<file path="config.mk">
export PLATFORM = sky130hd
export DESIGN_NAME = threefish_ubi_core
export DESIGN_NICKNAME = d
export VERILOG_FILES = /design/src/rtl/threefish_ubi_core.sv
export SDC_FILE = /design/constraint.sdc
export NUM_CORES = 2
export LEC_CHECK = 0
export BUFFER_PORTS_ARGS = -buffer_cell sky130_fd_sc_hd__buf_2
export CORE_UTILIZATION = 57
export CTS_CLUSTER_SIZE = 8
export DETAILED_ROUTE_END_ITERATION = 12
export PLACE_DENSITY_LB_ADDON = 0.08
export SYNTH_ARGS = -nofsm -noshare
export SYNTH_HDL_FRONTEND = slang
export SYNTH_SLANG_ARGS = --single-unit
</file>
<file path="constraint.sdc">
create_clock -name clk -period 10.79 [get_ports clk]
set_clock_uncertainty 0.1 [all_clocks]
set_input_delay 1.079 -clock clk [delete_from_list [all_inputs] [get_ports clk]]
set_output_delay 1.079 -clock clk [all_outputs]
set_load 0.1 [all_outputs]
</file>
<file path="src/rtl/threefish_ubi_core.sv">
module threefish_ubi_core (
  input  logic        clk,
  input  logic        rst_n,
  input  logic        iv_go,
  input  logic        start,
  input  logic [63:0] tweak_lo,
  input  logic [63:0] tweak_hi,
  input  logic [63:0] msg_in,
  input  logic [2:0]  rd_addr,
  output logic [63:0] rd_word,
  output logic        done
);
  localparam logic [63:0] PARITY_SEED = 64'h1BD11BDAA9FC1A22;
  localparam int          NUM_ROUNDS  = 72;
  localparam int          LAST_SUBKEY = NUM_ROUNDS / 4;

  typedef enum logic [2:0] {S_IDLE, S_IV, S_LOAD, S_INJ, S_RND, S_FF} state_t;

  state_t      st;
  logic [3:0]  cnt;
  logic [6:0]  rnd;
  logic [4:0]  sk;
  logic [3:0]  kix;
  logic [1:0]  tix;
  logic        sel;
  logic [63:0] tw0, tw1, tw2, ext;

  logic [63:0] ev_mem  [4];
  logic [63:0] od_mem  [4];
  logic [63:0] key_mem [17];

  function automatic logic [63:0] iv_word(input logic [2:0] i);
    case (i)
      3'd0: return 64'h4903ADFF749C51CE;
      3'd1: return 64'h0D95DE399746DF03;
      3'd2: return 64'h8FD1934127C79BCE;
      3'd3: return 64'h9A255629FF352CB1;
      3'd4: return 64'h5DB62599DF6CA7B0;
      3'd5: return 64'hEABE394CA9D5C3F4;
      3'd6: return 64'h991112C71A75B523;
      default: return 64'hAE18A40B660FCC33;
    endcase
  endfunction

  function automatic logic [5:0] rot_amt(input logic [4:0] dj);
    case (dj)
      5'd0:  return 6'd46; 5'd1:  return 6'd36; 5'd2:  return 6'd19; 5'd3:  return 6'd37;
      5'd4:  return 6'd33; 5'd5:  return 6'd27; 5'd6:  return 6'd14; 5'd7:  return 6'd42;
      5'd8:  return 6'd17; 5'd9:  return 6'd49; 5'd10: return 6'd36; 5'd11: return 6'd39;
      5'd12: return 6'd44; 5'd13: return 6'd9;  5'd14: return 6'd54; 5'd15: return 6'd56;
      5'd16: return 6'd39; 5'd17: return 6'd30; 5'd18: return 6'd34; 5'd19: return 6'd24;
      5'd20: return 6'd13; 5'd21: return 6'd50; 5'd22: return 6'd10; 5'd23: return 6'd17;
      5'd24: return 6'd25; 5'd25: return 6'd29; 5'd26: return 6'd39; 5'd27: return 6'd43;
      5'd28: return 6'd8;  5'd29: return 6'd35; 5'd30: return 6'd56; default: return 6'd22;
    endcase
  endfunction

  wire idle   = (st == S_IDLE);
  wire in_rnd = (st == S_RND);

  logic [1:0] ev_a, od_a;
  always_comb begin
    if (in_rnd) begin
      ev_a = cnt[1:0] + rnd[1:0];
      od_a = rnd[0] ? 2'd0 - cnt[1:0] : cnt[1:0];
    end else if (idle) begin
      ev_a = rd_addr[2:1];
      od_a = rd_addr[2:1];
    end else begin
      ev_a = cnt[2:1];
      od_a = cnt[2:1];
    end
  end

  wire [63:0] ev_rd = ev_mem[ev_a];
  wire [63:0] od_rd = od_mem[od_a];
  wire [63:0] word  = cnt[0] ? od_rd : ev_rd;
  assign rd_word = rd_addr[0] ? od_rd : ev_rd;
  assign done    = done_q;

  logic done_q;

  wire [3:0] kn     = kix + {1'b0, cnt[2:0]};
  wire [3:0] kw     = (kn >= 4'd9) ? kn - 4'd9 : kn;
  wire [4:0] key_a  = (kw == 4'd8) ? 5'd16 : {1'b0, sel, kw[2:0]};
  wire [4:0] msg_a  = {1'b0, ~sel, cnt[2:0]};
  wire [1:0] tix_n  = (tix == 2'd2) ? 2'd0 : tix + 2'd1;

  logic [4:0]  k_a;
  logic [63:0] k_wd;
  logic        k_we;
  always_comb begin
    k_a  = 5'd0;
    k_wd = 64'd0;
    k_we = 1'b0;
    case (st)
      S_IV:   begin k_a = {1'b0, sel, cnt[2:0]}; k_wd = iv_word(cnt[2:0]); k_we = 1'b1; end
      S_LOAD: begin k_a = cnt[3] ? 5'd16 : msg_a; k_wd = cnt[3] ? ext : msg_in; k_we = 1'b1; end
      S_INJ:  k_a = key_a;
      S_FF:   begin k_a = msg_a; k_wd = word ^ key_rd; k_we = 1'b1; end
      default: ;
    endcase
  end

  logic [63:0] key_rd;
  assign key_rd = key_mem[k_a];

  function automatic logic [63:0] tw_pick(input logic [1:0] i, input logic [63:0] a, b, c);
    return (i == 2'd0) ? a : (i == 2'd1) ? b : c;
  endfunction

  logic [63:0] addend;
  always_comb begin
    case (cnt[2:0])
      3'd5:    addend = tw_pick(tix, tw0, tw1, tw2);
      3'd6:    addend = tw_pick(tix_n, tw0, tw1, tw2);
      3'd7:    addend = {59'd0, sk};
      default: addend = 64'd0;
    endcase
  end

  wire [63:0] inj_w = word + key_rd + addend;
  wire [63:0] ff_w  = word ^ key_rd;
  wire [5:0]  rot   = rot_amt({rnd[2:0], cnt[1:0]});
  wire [63:0] y0    = ev_rd + od_rd;
  wire [63:0] y1    = ((od_rd << rot) | (od_rd >> (7'd64 - {1'b0, rot}))) ^ y0;

  logic [63:0] hw;
  always_comb begin
    case (st)
      S_IV:    hw = iv_word(cnt[2:0]);
      S_LOAD:  hw = msg_in;
      S_INJ:   hw = inj_w;
      default: hw = ff_w;
    endcase
  end

  wire single_we = (st == S_IV) || (st == S_LOAD && !cnt[3]) || (st == S_INJ) || (st == S_FF);
  wire ev_we     = in_rnd || (single_we && !cnt[0]);
  wire od_we     = in_rnd || (single_we && cnt[0]);

  always_ff @(posedge clk) begin
    if (ev_we) ev_mem[ev_a] <= in_rnd ? y0 : hw;
    if (od_we) od_mem[od_a] <= in_rnd ? y1 : hw;
    if (k_we)  key_mem[k_a] <= k_wd;
  end

  always_ff @(posedge clk or negedge rst_n) begin
    if (!rst_n) begin
      st <= S_IDLE; cnt <= '0; rnd <= '0; sk <= '0; kix <= '0; tix <= '0;
      sel <= 1'b0; done_q <= 1'b0;
      tw0 <= '0; tw1 <= '0; tw2 <= '0; ext <= '0;
    end else begin
      case (st)
        S_IDLE:
          if (iv_go) begin
            st <= S_IV; cnt <= '0; done_q <= 1'b0;
          end else if (start) begin
            st <= S_LOAD; cnt <= '0; rnd <= '0; sk <= '0; kix <= '0; tix <= '0;
            done_q <= 1'b0;
            tw0 <= tweak_lo; tw1 <= tweak_hi; tw2 <= tweak_lo ^ tweak_hi;
          end
        S_IV: begin
          ext <= ((cnt == 4'd0) ? PARITY_SEED : ext) ^ iv_word(cnt[2:0]);
          cnt <= cnt + 4'd1;
          if (cnt == 4'd7) begin st <= S_IDLE; done_q <= 1'b1; end
        end
        S_LOAD:
          if (cnt == 4'd8) begin cnt <= '0; st <= S_INJ; end
          else cnt <= cnt + 4'd1;
        S_INJ:
          if (cnt == 4'd7) begin
            cnt <= '0;
            if (sk == 5'(LAST_SUBKEY)) st <= S_FF;
            else begin
              st  <= S_RND;
              sk  <= sk + 5'd1;
              kix <= (kix == 4'd8) ? 4'd0 : kix + 4'd1;
              tix <= tix_n;
            end
          end else cnt <= cnt + 4'd1;
        S_RND:
          if (cnt == 4'd3) begin
            cnt <= '0;
            rnd <= rnd + 7'd1;
            if (rnd[1:0] == 2'd3) st <= S_INJ;
          end else cnt <= cnt + 4'd1;
        S_FF: begin
          ext <= ((cnt == 4'd0) ? PARITY_SEED : ext) ^ ff_w;
          if (cnt == 4'd7) begin
            cnt <= '0; st <= S_IDLE; sel <= ~sel; done_q <= 1'b1;
          end else cnt <= cnt + 4'd1;
        end
        default: st <= S_IDLE;
      endcase
    end
  end

  assert_done_drop_R9: assert property (@(posedge clk) disable iff (!rst_n)
    (idle && (start || iv_go)) |=> !done_q);

  assert_busy_low_R6: assert property (@(posedge clk) disable iff (!rst_n)
    (!idle) |-> !done_q);

  assert_inj_home_R3: assert property (@(posedge clk) disable iff (!rst_n)
    (st == S_INJ) |-> (rnd[1:0] == 2'd0 && kix < 4'd9 && tix < 2'd3));

  assert_sched_end_R5: assert property (@(posedge clk) disable iff (!rst_n)
    (st == S_FF) |-> (rnd == 7'(NUM_ROUNDS) && sk == 5'(LAST_SUBKEY)));

  assert_tweak_hold_R8: assert property (@(posedge clk) disable iff (!rst_n)
    (!idle) |=> ($stable(tw0) && $stable(tw1)));

  assert_chain_swap_R4: assert property (@(posedge clk) disable iff (!rst_n)
    (!$stable(sel)) |-> $rose(done_q));
endmodule

</file>
After elaboration in Yosys (flattened, before gate mapping)
Memory sizes are Yosys's and may differ from the RTL's. Cells that the tools add are included.

Flip-flop bits (word level): 283. Memory bits (read-only): 192. Word-level logic and storage cells: 171. Memories: 4. Input bits: 199. Memory bits (writable): 1600. Output and inout port bits: 65.

Memories: key_mem (words 17, width 64, rd ports 1, clocked after memory_dff 0, write ports 1, RTL line 30) `logic [63:0] key_mem [17];`; ev_mem (words 4, width 64, rd ports 1, clocked after memory_dff 0, write ports 1, RTL line 28) `logic [63:0] ev_mem [4];`; od_mem (words 4, width 64, rd ports 1, clocked after memory_dff 0, write ports 1, RTL line 29) `logic [63:0] od_mem [4];`; (name not given) (words 32, width 6, rd ports 1, clocked after memory_dff 0, write ports 0, RTL line 46) `case (dj)`.

Reductions and logical operators: 30. Mux-type cells: 70. Add/subtract/negate cells: 13. Equality and inequality tests: 31. Shift operators: 2. Bitwise operators: 8. Magnitude comparators: 1.

Operators with widths (count): two-way mux 64 bit (11); case mux 64 bit (3 select lines) (3); case mux 64 bit (7 select lines) (1); XOR 64 bit (5); adder 64 bit (3); case mux 64 bit (2 select lines) (1); OR 64 bit (1); left shift 64 x 6 -> 64 bit (1); right shift 64 x 7 -> 64 bit (1); two-way mux 4 bit (10); two-way mux 5 bit (6); two-way mux 3 bit (7); two-way mux 7 bit (3); case mux 4 bit (5 select lines) (1); case mux 5 bit (4 select lines) (1); == test 3 bit, second input constant (6); two-way mux 2 bit (9); case mux 3 bit (5 select lines) (1); case mux 7 bit (2 select lines) (1); == test 3 x 2 -> 1 bit, second input constant (4); == test 4 bit, second input constant (3); two-way mux 1 bit (11); != test 2 x 1 -> 1 bit, second input constant (5); case mux 5 bit (2 select lines) (1); other kinds (37) (59).

Longest topological paths before layout
An unclocked memory read counts as a cell.

Word-level depth: 11. Depth in mapped cells: 31. Mapped depth without buffers: 28.

Worst setup path after synthesis
Ideal clock, no wire load.

Path type: reg-to-reg. Start point: register st[1]. End point: memory od_mem[0][53], data pin. Path buffers: 5. Library setup time: 0.278 ns. Period minus slack after synthesis: 10.805 ns. Setup slack: -0.015 ns. Data arrival time: 10.427 ns. Data required time: 10.412 ns. Stages on the path, launching flop included: 27. Path through: dfrtp_1 > buf_2 > buf_1 > nand2_1 > nor3_1 > a31oi_1 > nand2_1 > or2_2 > clkbuf_1 > clkbuf_1 > clkbuf_1 > o22ai_1 > nor3_1 > fa_1 > ha_1 > fa_1 > a211oi_1 > o211ai_1 > nand3_1 > a21boi_0 > o211ai_1 > nand3_1 > a31oi_1 > o21a_1 > xor2_1 > o221ai_1 > or3_1.

Longest elaborated chain between the ends: 9. Elaborated cells on any way between the ends: 24. Classes of those cells: 3 x add/sub; 5 x eq/ne; 2 x shift; 7 x mux; 3 x bitwise; 1 x reduce/logical; 3 x memory.

RTL lines: start: declaration (RTL line 19) `state_t st;`; start signal: assignment (RTL line 150) `st <= S_IDLE; cnt <= '0; rnd <= '0; sk <= '0; kix <= '0; tix <= '0;`; start signal: assignment (RTL line 157) `st <= S_IV; cnt <= '0; done_q <= 1'b0;`; start signal: assignment (RTL line 159) `st <= S_LOAD; cnt <= '0; rnd <= '0; sk <= '0; kix <= '0; tix <= '0;`; parallel branches: the longest is 8 deep, another holds memory read (17 x 64 bit); two-way mux 64 bit * (RTL line 144) `if (od_we) od_mem[od_a] <= in_rnd ? y1 : hw;`; end: declaration (RTL line 29).

Mark *: on every way between the ends.

Worst setup path in the final report
Start point: register cnt[0]. End point: memory od_mem[0][35], data pin.

Longest elaborated chain between the ends: 11. Elaborated cells on any way between the ends: 39. Classes of those cells: 8 x add/sub; 1 x order compare; 8 x eq/ne; 2 x shift; 12 x mux; 3 x bitwise; 1 x reduce/logical; 4 x memory.

RTL lines: start: declaration (RTL line 20) `logic [3:0] cnt;`; start signal: assignment (RTL line 165) `cnt <= cnt + 4'd1;`; start signal: assignment (RTL line 170) `else cnt <= cnt + 4'd1;`; start signal: assignment (RTL line 181) `end else cnt <= cnt + 4'd1;`; adder 4 x 3 -> 4 bit (RTL line 83) `wire [3:0] kn = kix + {1'b0, cnt[2:0]};`; subtractor 4 bit / greater-or-equal comparator 4 bit (equally long branches) (RTL line 84) `wire [3:0] kw = (kn >= 4'd9) ? kn - 4'd9 : kn;`; two-way mux 4 bit (RTL line 84); == test 4 bit (RTL line 85) `wire [4:0] key_a = (kw == 4'd8) ? 5'd16 : {1'b0, sel, kw[2:0]};`; two-way mux 5 bit (RTL line 85); case mux 5 bit (4 select lines) (RTL line 96) `case (st)`; memory read (17 x 64 bit); adder 64 bit (2 in series) (RTL line 122) `wire [63:0] inj_w = word + key_rd + addend;`; case mux 64 bit (3 select lines) (RTL line 130) `case (st)`; two-way mux 64 bit * (RTL line 144).

Mark *: on every way between the ends. The rest lies on a longest branch, timed or not.

==> run metrics <==
die area=181000 sq um; Worst Setup EP=od_mem[0][35]$_DFFE_PP_; Initial Util=57.3%; Hold Path Class=in2async; GPL Wtd Cong=1.07; Seq pwr share=49.0%; count of final hold-check violations=0; maximum clock path buffer count=4; Buffers on Ports=263; Post-Syn Nets=10.1k; Worst setup EP type=register; Post-CTS Repair Setup Buffers=0; LEAKAGE=0.0449 uW; Die Wd=approximately 430 microns; # fillers=13.7k; Netlist Area Pre-Place=102000 sq um; met3 global-route usage=11.7%; clock share of power=49.7%; DR pass1 iterations=9; total power=15900 uW; EDFF count, synth=1600; register area share after synthesis=53.8%; Syn. warnings=0; DRC violation count after routing=0; share of layout cells above drive strength 1=12.8%; gr usage total=roughly 43%; first-pass GRT wire length=approximately 560 mm; met1 GRT Util=56.0%; Mapped Avg Cell Area=between 10 and 15 sq um; crit-path max FO=24; # setup viols final=0; fmax=98.5 MHz; switching pwr=3180 uW; antenna violations before repair=35; TritonCTS clock tree=done; CP Launch Point=cnt[0]$_DFFE_PN0P_; Internal Pwr Total=12700 uW; clk sink count=around 1.9k; Synth Flop Type=edfxtp_1; Comb power frac=1.3%; #FFs+latches synth=roughly 1.9k; routed via count=84.1k; Reg-to-Reg End=od_mem[0][35]$_DFFE_PP_; Worst Setup Start Kind=register; Top Usage Layer GRT=met2; TritonCTS buffer count=287; kind of critical path=reg2reg; Slew headroom=-2.56%; synthesized instance count=9640; setup_tns=0 ns; row cnt=~160; Slew Viols, Final=3; Slowest-stage cell, CP=nor3_2; number of global-route vias before repair=79.2k; WP data required=roughly 11 ns; Worst Path Arrival=around 11 ns; # H-tree levels=5; Multi-input gate area=44600 sq um; IO Count=264; period utilization=approximately 94%; Final ANT Viol Nets=0; Power Density=approximately 140 nW/um^2; failing checks=capacitance limit, slew limit; clock root cell=clkbuf_16; most common cell after layout, fill and taps aside=nand2_1; synthesis-to-layout area growth=12.1%; vias per cell=between 6 and 7; Peak VDD IR=between 150 and 200 uV; biggest cell delay along the critical path=roughly 0.98 ns; Max Cap Violations=1; # resized after CTS=0; post-cts hold buffer count=0; layout net count=10.3k; final global-route overflow total=0; final WL=about 400 mm; worst reg-to-reg setup slack=0.64 ns; FF-to-FF path depth=30; switching fraction of total power=20.0%; clk_lat worst skew=0.95 ns; CORE AREA=178000 sq um; Reg clk slew, reported paths=around 0.050 ns; commonest non-fill, non-tap cells in the layout=nand2_1, edfxtp_1, mux2i_1, o21ai_0, nor2_1; Iter 0 DRT Violations=around 12k; RSZ-0062 raised after global routing=false; DIE HEIGHT=~430 microns; Async S/R FF share, synth=between 10% and 20%; register area=55000 sq um; GR Util met2=63.9%; Routed WL per cell=32.6 microns; R2R Path Start=cnt[0]$_DFFE_PN0P_; post-synth cell types=103; outcome=complete, but fails checks; largest net degree at the start of global routing=between 150 and 200; Worst Tran Pin Value=1.52 ns; DP HPWL=approximately 270 mm; Tmin final=10.15 ns
## cell type report
type	count	share of cell area (%)
Inverter	83	0.274
Timing Repair Buffer	588	3.43
Antenna cell	23	0.0502
Sequential cell	1879	48.0
Multi-Input combinational cell	6983	38.9
Clock inverter	13	0.130
Clock buffer	357	6.63
Tap cell	2355	2.57
## per-layer routing
layer / share of wire, % / wire length [microns] / vias up
met3: 12 / 48100 / 1237
met4: 7.9 / 31600 / 8
li1: - / - / 35800
met5: 0.013 / 53 / -
met1: 37 / 146000 / 41200
met2: 44 / 174000 / 5854
## worst min path at each step
stage	start	to	depth (start not counted)
final	rst_n	tw1[32]$_DFFE_PN0P_	1
after global routing	rst_n	tw1[32]$_DFFE_PN0P_	1
after CTS	rst_n	tw1[32]$_DFFE_PN0P_	1
after detailed placement	tw0[26]$_DFFE_PN0P_	tw0[26]$_DFFE_PN0P_	2
after global placement	tw1[52]$_DFFE_PN0P_	tw1[52]$_DFFE_PN0P_	2
after floorplan	sel$_DFFE_PN0P_	sel$_DFFE_PN0P_	1
## metrics by stage
stage	hold WS (ns)	worst slack [ns]	area, sq um	util [%]	instances
3_3_place_gp	0.382	1.25	107000	59.9	11900
4_1_cts	0.0327	1.02	115000	64.3	12300
6_report	0.0263	0.642	115000	64.3	12300
2_1_floorplan	0.358	1.96	102000	-	9640
3_5_place_dp	0.385	1.05	107000	59.9	11900
5_1_grt	0.0680	0.298	115000	64.3	12300
## worst max-delay path: cells and delay by family (launching register included)
| kind | cells | cell delay, ns |
|---|---|---|
| and+or+nand+nor | 10 | 2.67 |
| DFF | 1 | 0.47 |
| buffers and inverters | 4 | 1.01 |
| adders and majority gates | 5 | 1.91 |
| xor gates and xnor gates | 1 | 0.10 |
| AOI/OAI and AO/OA | 10 | 3.46 |
## logic make-up after synthesis
| family | count (synthesis) | share of synthesized area (%) |
|---|---|---|
| muxes | 793 | 8.63 |
| buffers and inverters | 778 | 3.05 |
| AOI/OAI and AO/OA | 2089 | 13.3 |
| xor gates and xnor gates | 311 | 2.71 |
| and+or+nand+nor | 3505 | 14.5 |
| adders and majority gates | 285 | 3.94 |
| DFF | 1879 | 53.8 |
## synthesized netlist by cell type (101+ instances only)
master / n / area (sq um)
dfrtp_1: 279 / 6980
a31oi_1: 228 / 1430
nand2_1: 2220 / 8330
xor2_1: 120 / 1050
o22ai_1: 128 / 801
a21oi_1: 368 / 1840
edfxtp_1: 1600 / 48000
nor2_1: 427 / 1600
a211oi_1: 107 / 803
a22oi_1: 101 / 758
mux2i_1: 554 / 5550
nand3_1: 256 / 1280
and3_1: 274 / 1710
xnor2_1: 188 / 1650
o21ai_0: 535 / 2680
nor3_1: 149 / 746
ha_1: 206 / 2580
clkbuf_1: 555 / 2080
mux2_2: 187 / 2110
## power by group through the flow
stage / Combinational [uW] / Clock [uW] / Sequential [uW]
after floorplan: 90.0 / 0 / 7930
after global placement: 203 / 0 / 7930
after detailed placement: 205 / 0 / 7930
after CTS: 206 / 7960 / 7800
after global routing: 217 / 8240 / 7790
final: 209 / 7910 / 7800
## registers in the layout, indices dropped and copies added, names as in the netlist
| register | count |
|---|---|
| tw0 | 64 |
| sel | 1 |
| kix | 4 |
| done | 1 |
| od_mem | 256 |
| rnd | 3 |
| tix | 2 |
| tw1 | 64 |
| cnt | 4 |
| ext | 64 |
| key_mem | 1088 |
| sk | 5 |
| ev_mem | 256 |
| tw2 | 64 |
| st | 3 |
Power figures use the tool's default switching activity.
